`config.mk`:
```
export PLATFORM = sky130hd
export DESIGN_NAME = cfg_addr_xlat
export DESIGN_NICKNAME = d
export VERILOG_FILES = /design/src/rtl/cfg_xlat_pkg.sv /design/src/rtl/cfg_xlat_dp.sv /design/src/rtl/cfg_xlat_ctrl.sv /design/src/rtl/cfg_addr_xlat.sv
export SDC_FILE = /design/constraint.sdc
export NUM_CORES = 1
export LEC_CHECK = 0
export ABC_AREA = 1
export BUFFER_PORTS_ARGS = -buffer_cell sky130_fd_sc_hd__buf_4
export CORE_UTILIZATION = 43
export DETAILED_ROUTE_END_ITERATION = 8
export GPL_TIMING_DRIVEN = 0
export PLACE_DENSITY = 0.86
export REMOVE_ABC_BUFFERS = 1
export SKIP_LAST_GASP = 1
export SLEW_MARGIN = 20
export SYNTH_ARGS = -nofsm -noshare
export SYNTH_HDL_FRONTEND = slang
export SYNTH_SLANG_ARGS = --single-unit
```
`constraint.sdc`:
```
create_clock -name clk -period 2.1 [get_ports clk]
set_clock_uncertainty 0.15 [all_clocks]
set_input_delay 0.21 -clock clk [delete_from_list [all_inputs] [get_ports clk]]
set_output_delay 0.21 -clock clk [all_outputs]
set_load 0.02 [all_outputs]
```
`src/rtl/cfg_xlat_pkg.sv`:
```
package cfg_xlat_pkg;
  parameter int CFG_W     = 32;
  parameter int HALF_W    = 16;
  parameter int IDSEL_LO  = 11;
  parameter int IDSEL_W   = CFG_W - IDSEL_LO;
  parameter int DEV_W     = 5;
  parameter int FUNC_LO   = 8;
  parameter int FUNC_W    = 3;
  parameter int REG_LO    = 2;
  parameter int REG_W     = 6;
  parameter int BUS_W     = 8;
  parameter int TYPE_BIT  = 16;
  parameter int SIZE_W    = 3;
  parameter int MAX_BYTES = 4;
  parameter int DATA_W    = 8 * MAX_BYTES;
  parameter int PAD_W     = CFG_W - 1 - BUS_W - DEV_W - FUNC_W - REG_W - REG_LO;

  typedef struct packed {
    logic capture;
    logic addrOk;
    logic fillOk;
  } xlat_stb_t;
endpackage

```
`src/rtl/cfg_xlat_dp.sv`:
```
module cfg_xlat_dp
  import cfg_xlat_pkg::*;
(
  input  logic                 clk,
  input  logic                 rstN,
  input  xlat_stb_t            stb,
  input  logic [HALF_W-1:0]    cpuOffset,
  input  logic [HALF_W-1:0]    mapLow,
  input  logic [BUS_W-1:0]     busNum,
  input  logic [SIZE_W-1:0]    reqSize,
  output logic                 idselZero,
  output logic [CFG_W-1:0]     cfgAddr,
  output logic [DATA_W-1:0]    rdFill
);
  logic [CFG_W-1:0]   combined;
  logic [IDSEL_W-1:0] idsel;
  logic [DEV_W-1:0]   devNum;
  logic [CFG_W-1:0]   composed;
  logic [DATA_W-1:0]  fillMask;

  function automatic logic [DEV_W-1:0] lowIdx(input logic [IDSEL_W-1:0] v);
    logic [DEV_W-1:0] idx;
    idx = '0;
    for (int i = IDSEL_W - 1; i >= 0; i--) begin
      if (v[i]) idx = i[DEV_W-1:0];
    end
    return idx;
  endfunction

  always_comb begin
    combined  = {mapLow, cpuOffset};
    idsel     = combined[CFG_W-1:IDSEL_LO];
    idselZero = (idsel == '0);
    devNum    = lowIdx(idsel);
    composed  = {1'b1, {PAD_W{1'b0}}, busNum, devNum,
                 combined[FUNC_LO +: FUNC_W],
                 combined[REG_LO +: REG_W], {REG_LO{1'b0}}};
  end

  for (genvar b = 0; b < MAX_BYTES; b++) begin : g_fill
    assign fillMask[8*b +: 8] = {8{reqSize > SIZE_W'(b)}};
  end

  always_ff @(posedge clk) begin
    if (!rstN) begin
      cfgAddr <= '0;
      rdFill  <= '0;
    end else if (stb.capture) begin
      cfgAddr <= stb.addrOk ? composed : '0;
      rdFill  <= stb.fillOk ? fillMask : '0;
    end
  end


  addr_hdr_chk: assert property (@(posedge clk) disable iff (!rstN)
    stb.capture && stb.addrOk |=> cfgAddr[CFG_W-1] &&
      cfgAddr[CFG_W-2 -: PAD_W] == '0 &&
      cfgAddr[IDSEL_LO + DEV_W +: BUS_W] == $past(busNum));


  low_bits_chk: assert property (@(posedge clk) disable iff (!rstN)
    cfgAddr[REG_LO-1:0] == '0);


  fill_gate_chk: assert property (@(posedge clk) disable iff (!rstN)
    stb.capture && !stb.fillOk |=> rdFill == '0);
endmodule

```
`src/rtl/cfg_xlat_ctrl.sv`:
```
module cfg_xlat_ctrl
  import cfg_xlat_pkg::*;
(
  input  logic              clk,
  input  logic              rstN,
  input  logic              reqValid,
  input  logic              reqWrite,
  input  logic [SIZE_W-1:0] reqSize,
  input  logic              typeSel,
  input  logic              idselZero,
  output xlat_stb_t         stb,
  output logic              doneStb,
  output logic              cfgEn,
  output logic              rejectFlag,
  output logic              errorFlag
);
  localparam logic [SIZE_W-1:0] MAX_SZ = SIZE_W'(MAX_BYTES);

  logic sizeOk;
  logic rejNow;
  logic errNow;

  always_comb begin
    sizeOk      = (reqSize != '0) && (reqSize <= MAX_SZ);
    rejNow      = typeSel || !sizeOk;
    errNow      = !rejNow && idselZero;
    stb.capture = reqValid;
    stb.addrOk  = reqValid && !rejNow && !errNow;
    stb.fillOk  = reqValid && rejNow && !reqWrite && sizeOk;
  end

  always_ff @(posedge clk) begin
    if (!rstN) begin
      doneStb    <= 1'b0;
      cfgEn      <= 1'b0;
      rejectFlag <= 1'b0;
      errorFlag  <= 1'b0;
    end else begin
      doneStb <= reqValid;
      if (reqValid) begin
        cfgEn      <= stb.addrOk;
        rejectFlag <= rejNow;
        errorFlag  <= errNow;
      end
    end
  end


  en_excl_chk: assert property (@(posedge clk) disable iff (!rstN)
    cfgEn |-> !rejectFlag && !errorFlag);


  strobe_follow_chk: assert property (@(posedge clk) disable iff (!rstN)
    reqValid |=> doneStb);


  idle_hold_chk: assert property (@(posedge clk) disable iff (!rstN)
    !reqValid |=> !doneStb && $stable(cfgEn) && $stable(rejectFlag));


  type1_reject_chk: assert property (@(posedge clk) disable iff (!rstN)
    reqValid && typeSel |=> rejectFlag && !cfgEn);


  err_prio_chk: assert property (@(posedge clk) disable iff (!rstN)
    !(errorFlag && rejectFlag));
endmodule

```
`src/rtl/cfg_addr_xlat.sv`:
```
module cfg_addr_xlat
  import cfg_xlat_pkg::*;
(
  input  logic              clk,
  input  logic              rstN,
  input  logic              reqValid,
  input  logic              reqWrite,
  input  logic [SIZE_W-1:0] reqSize,
  input  logic [HALF_W-1:0] cpuOffset,
  input  logic [CFG_W-1:0]  mapReg,
  input  logic [BUS_W-1:0]  busNum,
  output logic              doneStb,
  output logic              cfgEn,
  output logic [CFG_W-1:0]  cfgAddr,
  output logic              rejectFlag,
  output logic              errorFlag,
  output logic [DATA_W-1:0] rdFill
);
  xlat_stb_t stb;
  logic      idselZero;

  cfg_xlat_ctrl u_ctrl (
    .clk        (clk),
    .rstN       (rstN),
    .reqValid   (reqValid),
    .reqWrite   (reqWrite),
    .reqSize    (reqSize),
    .typeSel    (mapReg[TYPE_BIT]),
    .idselZero  (idselZero),
    .stb        (stb),
    .doneStb    (doneStb),
    .cfgEn      (cfgEn),
    .rejectFlag (rejectFlag),
    .errorFlag  (errorFlag)
  );

  cfg_xlat_dp u_dp (
    .clk       (clk),
    .rstN      (rstN),
    .stb       (stb),
    .cpuOffset (cpuOffset),
    .mapLow    (mapReg[HALF_W-1:0]),
    .busNum    (busNum),
    .reqSize   (reqSize),
    .idselZero (idselZero),
    .cfgAddr   (cfgAddr),
    .rdFill    (rdFill)
  );


  addr_clear_chk: assert property (@(posedge clk) disable iff (!rstN)
    doneStb && !cfgEn |-> cfgAddr == '0);
endmodule

```
* Word-level counts from Yosys, hierarchy flattened
Cells that the tools add are included. W data, S select, Z words.
Word-level totals: flip-flop bits (word level) 68, input bits 63, output and inout port bits 68, logic and storage cells 48
Operators by class: order comparisons 5, multiplexer cells 23, reduce and logical (&&, ||, !) cells 14
Operators with widths (count):
- $mux W5 | 21
- $mux W32 | 2
- $logic_not A21 Y1 | 1
- $logic_and A1 B1 Y1 | 7
- $gt A3 B1 Y1 const B | 2
- $gt A3 B2 Y1 const B | 2
- $logic_not A1 Y1 | 4
- $le A3 B3 Y1 const B | 1
- $reduce_bool A3 Y1 | 1
- $logic_or A1 B1 Y1 | 1

* Longest topological paths before layout
depth after elaboration 22, gate-level depth with buffers 21, gate-level depth less buffers 21

* By module
Synthesis repeated with hierarchy kept, for this count alone.
Second synthesis, totals: cell total of the unflattened synthesis 252, area total of the unflattened synthesis 1714.1 µm²
Modules (own cells, without submodules):
- cfg_xlat_dp | times used 1, cells an instance 224, area an instance 1487.7 µm², sequential area each 540.5 µm²
- cfg_xlat_ctrl | times used 1, cells an instance 28, area an instance 226.5 µm², sequential area each 80.1 µm²

* Worst setup path before layout
No wires, ideal clock.
path kind in2reg, from in mapReg[6], to reg u_dp.cfgAddr[16], setup time 0.139 ns, data arrival time 1.201 ns, required time 1.811 ns, slack 0.610 ns, stages on the path 9, path buffers 1, cell sequence nor2_1 -> nand2_1 -> nor3_1 -> a31oi_2 -> nand2_2 -> inv_4 -> buf_12 -> nand2_2 -> a21oi_2
Between the ends: cells in the longest elaborated chain, start to end 5
Ends and longest elaborated chain:
- start, declared | line cfg_addr_xlat.sv:10 | input logic [CFG_W-1:0] mapReg,
- $logic_not A21 Y1 | line cfg_xlat_dp.sv:33 | idselZero = (idsel == '0);
- $logic_and A1 B1 Y1 | line cfg_xlat_ctrl.sv:26 | errNow = !rejNow && idselZero;
- $logic_not A1 Y1 | line cfg_xlat_ctrl.sv:28 | stb.addrOk = reqValid && !rejNow && !errNow;
- $logic_and A1 B1 Y1 | line cfg_xlat_ctrl.sv:28
- $mux W32 | line cfg_xlat_dp.sv:49 | cfgAddr <= stb.addrOk ? composed : '0;
- end signal, assigned | line cfg_xlat_dp.sv:49
- end, declared | line cfg_xlat_dp.sv:12 | output logic [CFG_W-1:0] cfgAddr,
No other way between the ends. A chain may end at the register's enable or synchronous reset.

* Worst setup path in the final report
from in reqValid, to reg u_dp.cfgAddr[13]
Between the ends: cells in the longest elaborated chain, start to end 3
Ends and longest elaborated chain:
- start, declared | line cfg_addr_xlat.sv:6 | input logic reqValid,
- $logic_and A1 B1 Y1 (2 in a row) | line cfg_xlat_ctrl.sv:28
- $mux W32 | line cfg_xlat_dp.sv:49
Several ways; a longest one is shown, not always the timed one.

==> flow_metrics.py <==
metrics = {
    "clock_tree": {
        "cts_resized": 0,
        "cts_root_buffer": "clkbuf_8",
        "path_clk_slew_ps": 60,
        "clkLatencyLatePin_ps": 270,
        "htreeDepth": 2,
        "clk_path_buf_depth": 2,
        "cts_buffers": 5,
        "numClockSinks": 30,
        "cts_tree": "done",
    },
    "grt": {
        "antenna_found_initial": 0,
        "track_usage": 0.174,
        "gr-total-overflow": 0,
        "grt_pass1_wl_microns": 5750,
        "grt_max_degree": 30,
        "grt_pass1_vias": 1413,
    },
    "critical_path": {
        "cp-end-kind": "flip-flop",
        "crit_slowest_cell": "inv_1",
        "path_cells": "buf_4 -> inv_1 -> a31oi_2 -> nand2_2 -> inv_4 -> a32oi_1 -> nor2_1",
        "cp_num_buf_inv": 3,
        "arrival_ps": 1640,
        "cp_slowest_stage_delay_ps": 650,
        "critical_path_required_ps": 2090,
        "critPathTopFamily": "buffers and inverters",
        "cp_max_fo": 29,
        "critPathLaunchType": "input pin",
        "worstSetupPathType": "in2reg",
    },
    "floorplanning": {
        "die_area_sq_um": 4230,
        "die-height_microns": 65.0,
        "die_w_microns": 65.0,
        "start_util": 0.456,
        "core-area_sq_um": 3740,
        "fp-row-count": 22,
        "ios": 131,
    },
    "place": {
        "port_buffers": 104,
        "dp_hpwl_microns": 2740,
        "routabilityCongestion": 0.819,
        "dpl_cell_area_sq_um": 2250,
        "place_inst": 350,
    },
    "power_and_ir_drop": {
        "intPower_uw": 978,
        "peakVddDrop_uv": 420,
        "power_leakage_nw": 1.17,
        "sw_frac_of_total": 0.274,
        "power_frac_seq": 0.445,
        "finalPower_mw": 1.35,
        "power.share.clock": 0.344,
        "comb_power_share": 0.211,
        "p_switching_uw": 369,
        "powerDensity_nw_per_um2": 569,
    },
    "sta": {
        "final_max_slew_viol_count": 0,
        "period_needed_ps": 1650,
        "worst_pin_slew_ps": 905,
        "fin_crit_sh": 0.786,
        "max_clock_freq_ghz": 0.606,
        "setup_viol": 0,
        "rsz0062_at_grt": "false",
        "hold_violations": 0,
        "fin_setup_tns_ps": 0,
        "slew_headroom": 0.396,
    },
    "logic_synthesis": {
        "synth_area_leaders": "dfxtp_1, buf_4, nand2_1",
        "yosysTopAreaCell": "dfxtp_1",
        "ys_seq_area_frac": 0.352,
        "netlist_top_cells_count": "nand2_1, buf_4, dfxtp_1",
        "synth_simple_gate_area_frac": 0.255,
        "synth.avg_cell_area_sq_um": 7.30,
        "synth_xor_area_frac": 0.00513,
        "synth_compound_area_frac": 0.141,
        "synthAdderAreaFrac": 0,
        "synth-async-reset-ratio": 0,
        "syn_area_sq_um": 1710,
        "synth_edf_count": 0,
        "ys_types": 29,
        "synth_top_area_frac": 0.352,
        "yosysMostFrequentCell": "nand2_1",
        "ys_warn_count": 0,
        "ys_seq_elements": 30,
        "synth_mux_area_frac": 0,
        "yosys_most_used_dff": "dfxtp_1",
        "synth_top_family_by_area": "simple AND/OR/NAND/NOR gates",
        "synthCells": 234,
    },
    "layout": {
        "drive_gt1_frac": 0.458,
        "fillers": 352,
        "diodes": 0,
        "area_growth_pct": 38.5,
        "multi_input_area_sq_um": 719,
        "finalInstanceArea_sq_um": 2370,
        "nets": 374,
        "final_cell_count_no_fill": 360,
        "seq_area_sq_um": 601,
    },
    "route": {
        "vias": 1639,
        "wire_per_inst_microns": 10.2,
        "detail-route-antenna-nets": 0,
        "first_iter_violations": 82,
        "drtPass1Iterations": 4,
        "routed_via_density": 4.55,
        "routed_wl_microns": 3670,
        "drc": 0,
    },
    "min_path": {
        "hp-class": "in2reg",
    },
    "run": {
        "cap_violations": 0,
    },
    "status": {
        "status": "finished clean",
    },
}
layer usage:
| layer | GRT usage | vias to the layer above | share of wire |
|---|---|---|---|
| met1 | 0.197 | 722 | 0.42 |
| met4 | 0.0734 | 0 | 0.014 |
| met5 | 0 | - | 0 |
| met3 | 0.0493 | 6 | 0.084 |
| li1 | - | 838 | - |
| met2 | 0.305 | 73 | 0.48 |
per-stage QoR:
step | setup WS [ps] | hold slack [ps] | util
6_report | 449 | 39.9 | 0.632
5_1_grt | 270 | 36.6 | 0.632
4_1_cts | 440 | 34.6 | 0.632
3_5_place_dp | 151 | 277 | 0.602
3_3_place_gp | 159 | 264 | 0.602
2_1_floorplan | 296 | 153 | -
flip-flops by register name, indices dropped and copies added (netlist names):
register / cells
u_ctrl.errorFlag: 1
u_dp.cfgAddr: 23
u_dp.rdFill: 4
u_ctrl.doneStb: 1
u_ctrl.rejectFlag: 1
cells in the final DEF, fill, tap and decap left out:
cell           count
dlygate4sd3_1      2
clkbuf_1           1
a21oi_2           10
nor2_1            12
nand3_1            3
inv_2              1
nor2_2             3
a32oi_1            1
o21ai_0            1
o31ai_1            1
a31o_2             2
buf_4            104
o21bai_1           1
nand2_2           11
o21ai_1            2
nand2_1           61
clkinv_2           2
conb_1             9
dfxtp_1           30
a21oi_1           17
inv_4              1
xnor2_1            1
clkbuf_8           6
a31oi_2            1
nand3b_1           2
inv_1             21
nor3_1             3
nand4_1            1
nor3_2             1
nor4_2             1
worst paths after layout:
check | startpoint | to | slack (ps) | depth (start not counted)
max | reqValid | u_dp.cfgAddr[13] | 450 | 7
min | busNum[1] | u_dp.cfgAddr[17] | 40 | 3
max reg2reg | u_dp.rdFill[30] | u_dp.rdFill[30] | 1140 | 2
min reg2reg | u_dp.cfgAddr[7] | u_dp.cfgAddr[7] | 320 | 2
cell families after synthesis:
kind of cell,after synthesis
and+or+nand+nor,98
buffers and inverters,68
AOI/OAI and AO/OA,36
DFF,30
xor gates and xnor gates,1
other,1
tightest hold or removal path, delay by kind of cell:
family | cells | cell delay [ps]
AOI/OAI and AO/OA | 1 | 90
and+or+nand+nor | 1 | 40
buffers and inverters | 1 | 80
power groups by stage:
| stage | sequential (mW) | clock, mW | combinational (mW) |
|---|---|---|---|
| after floorplan | 0.654 | 0 | 0.0951 |
| after global placement | 0.611 | 0 | 0.280 |
| after detailed placement | 0.611 | 0 | 0.283 |
| after CTS | 0.599 | 0.476 | 0.287 |
| after global routing | 0.601 | 0.503 | 0.310 |
| final | 0.599 | 0.463 | 0.285 |
repair_timing:
item / CTS / global route
hold buffers: 2 / 0
setup buffers: 0 / 0
endpoints found under the hold margin: 1 / 0
layout make-up:
cell class              count  area share
well taps                  48      0.0254
flip-flops and latches     30       0.254
clock buffers               7      0.0365
inverters                  24      0.0397
clock inverters             1     0.00212
repair buffers            106       0.338
multi-input cells         144       0.304
Power figures use the tool's default switching activity.
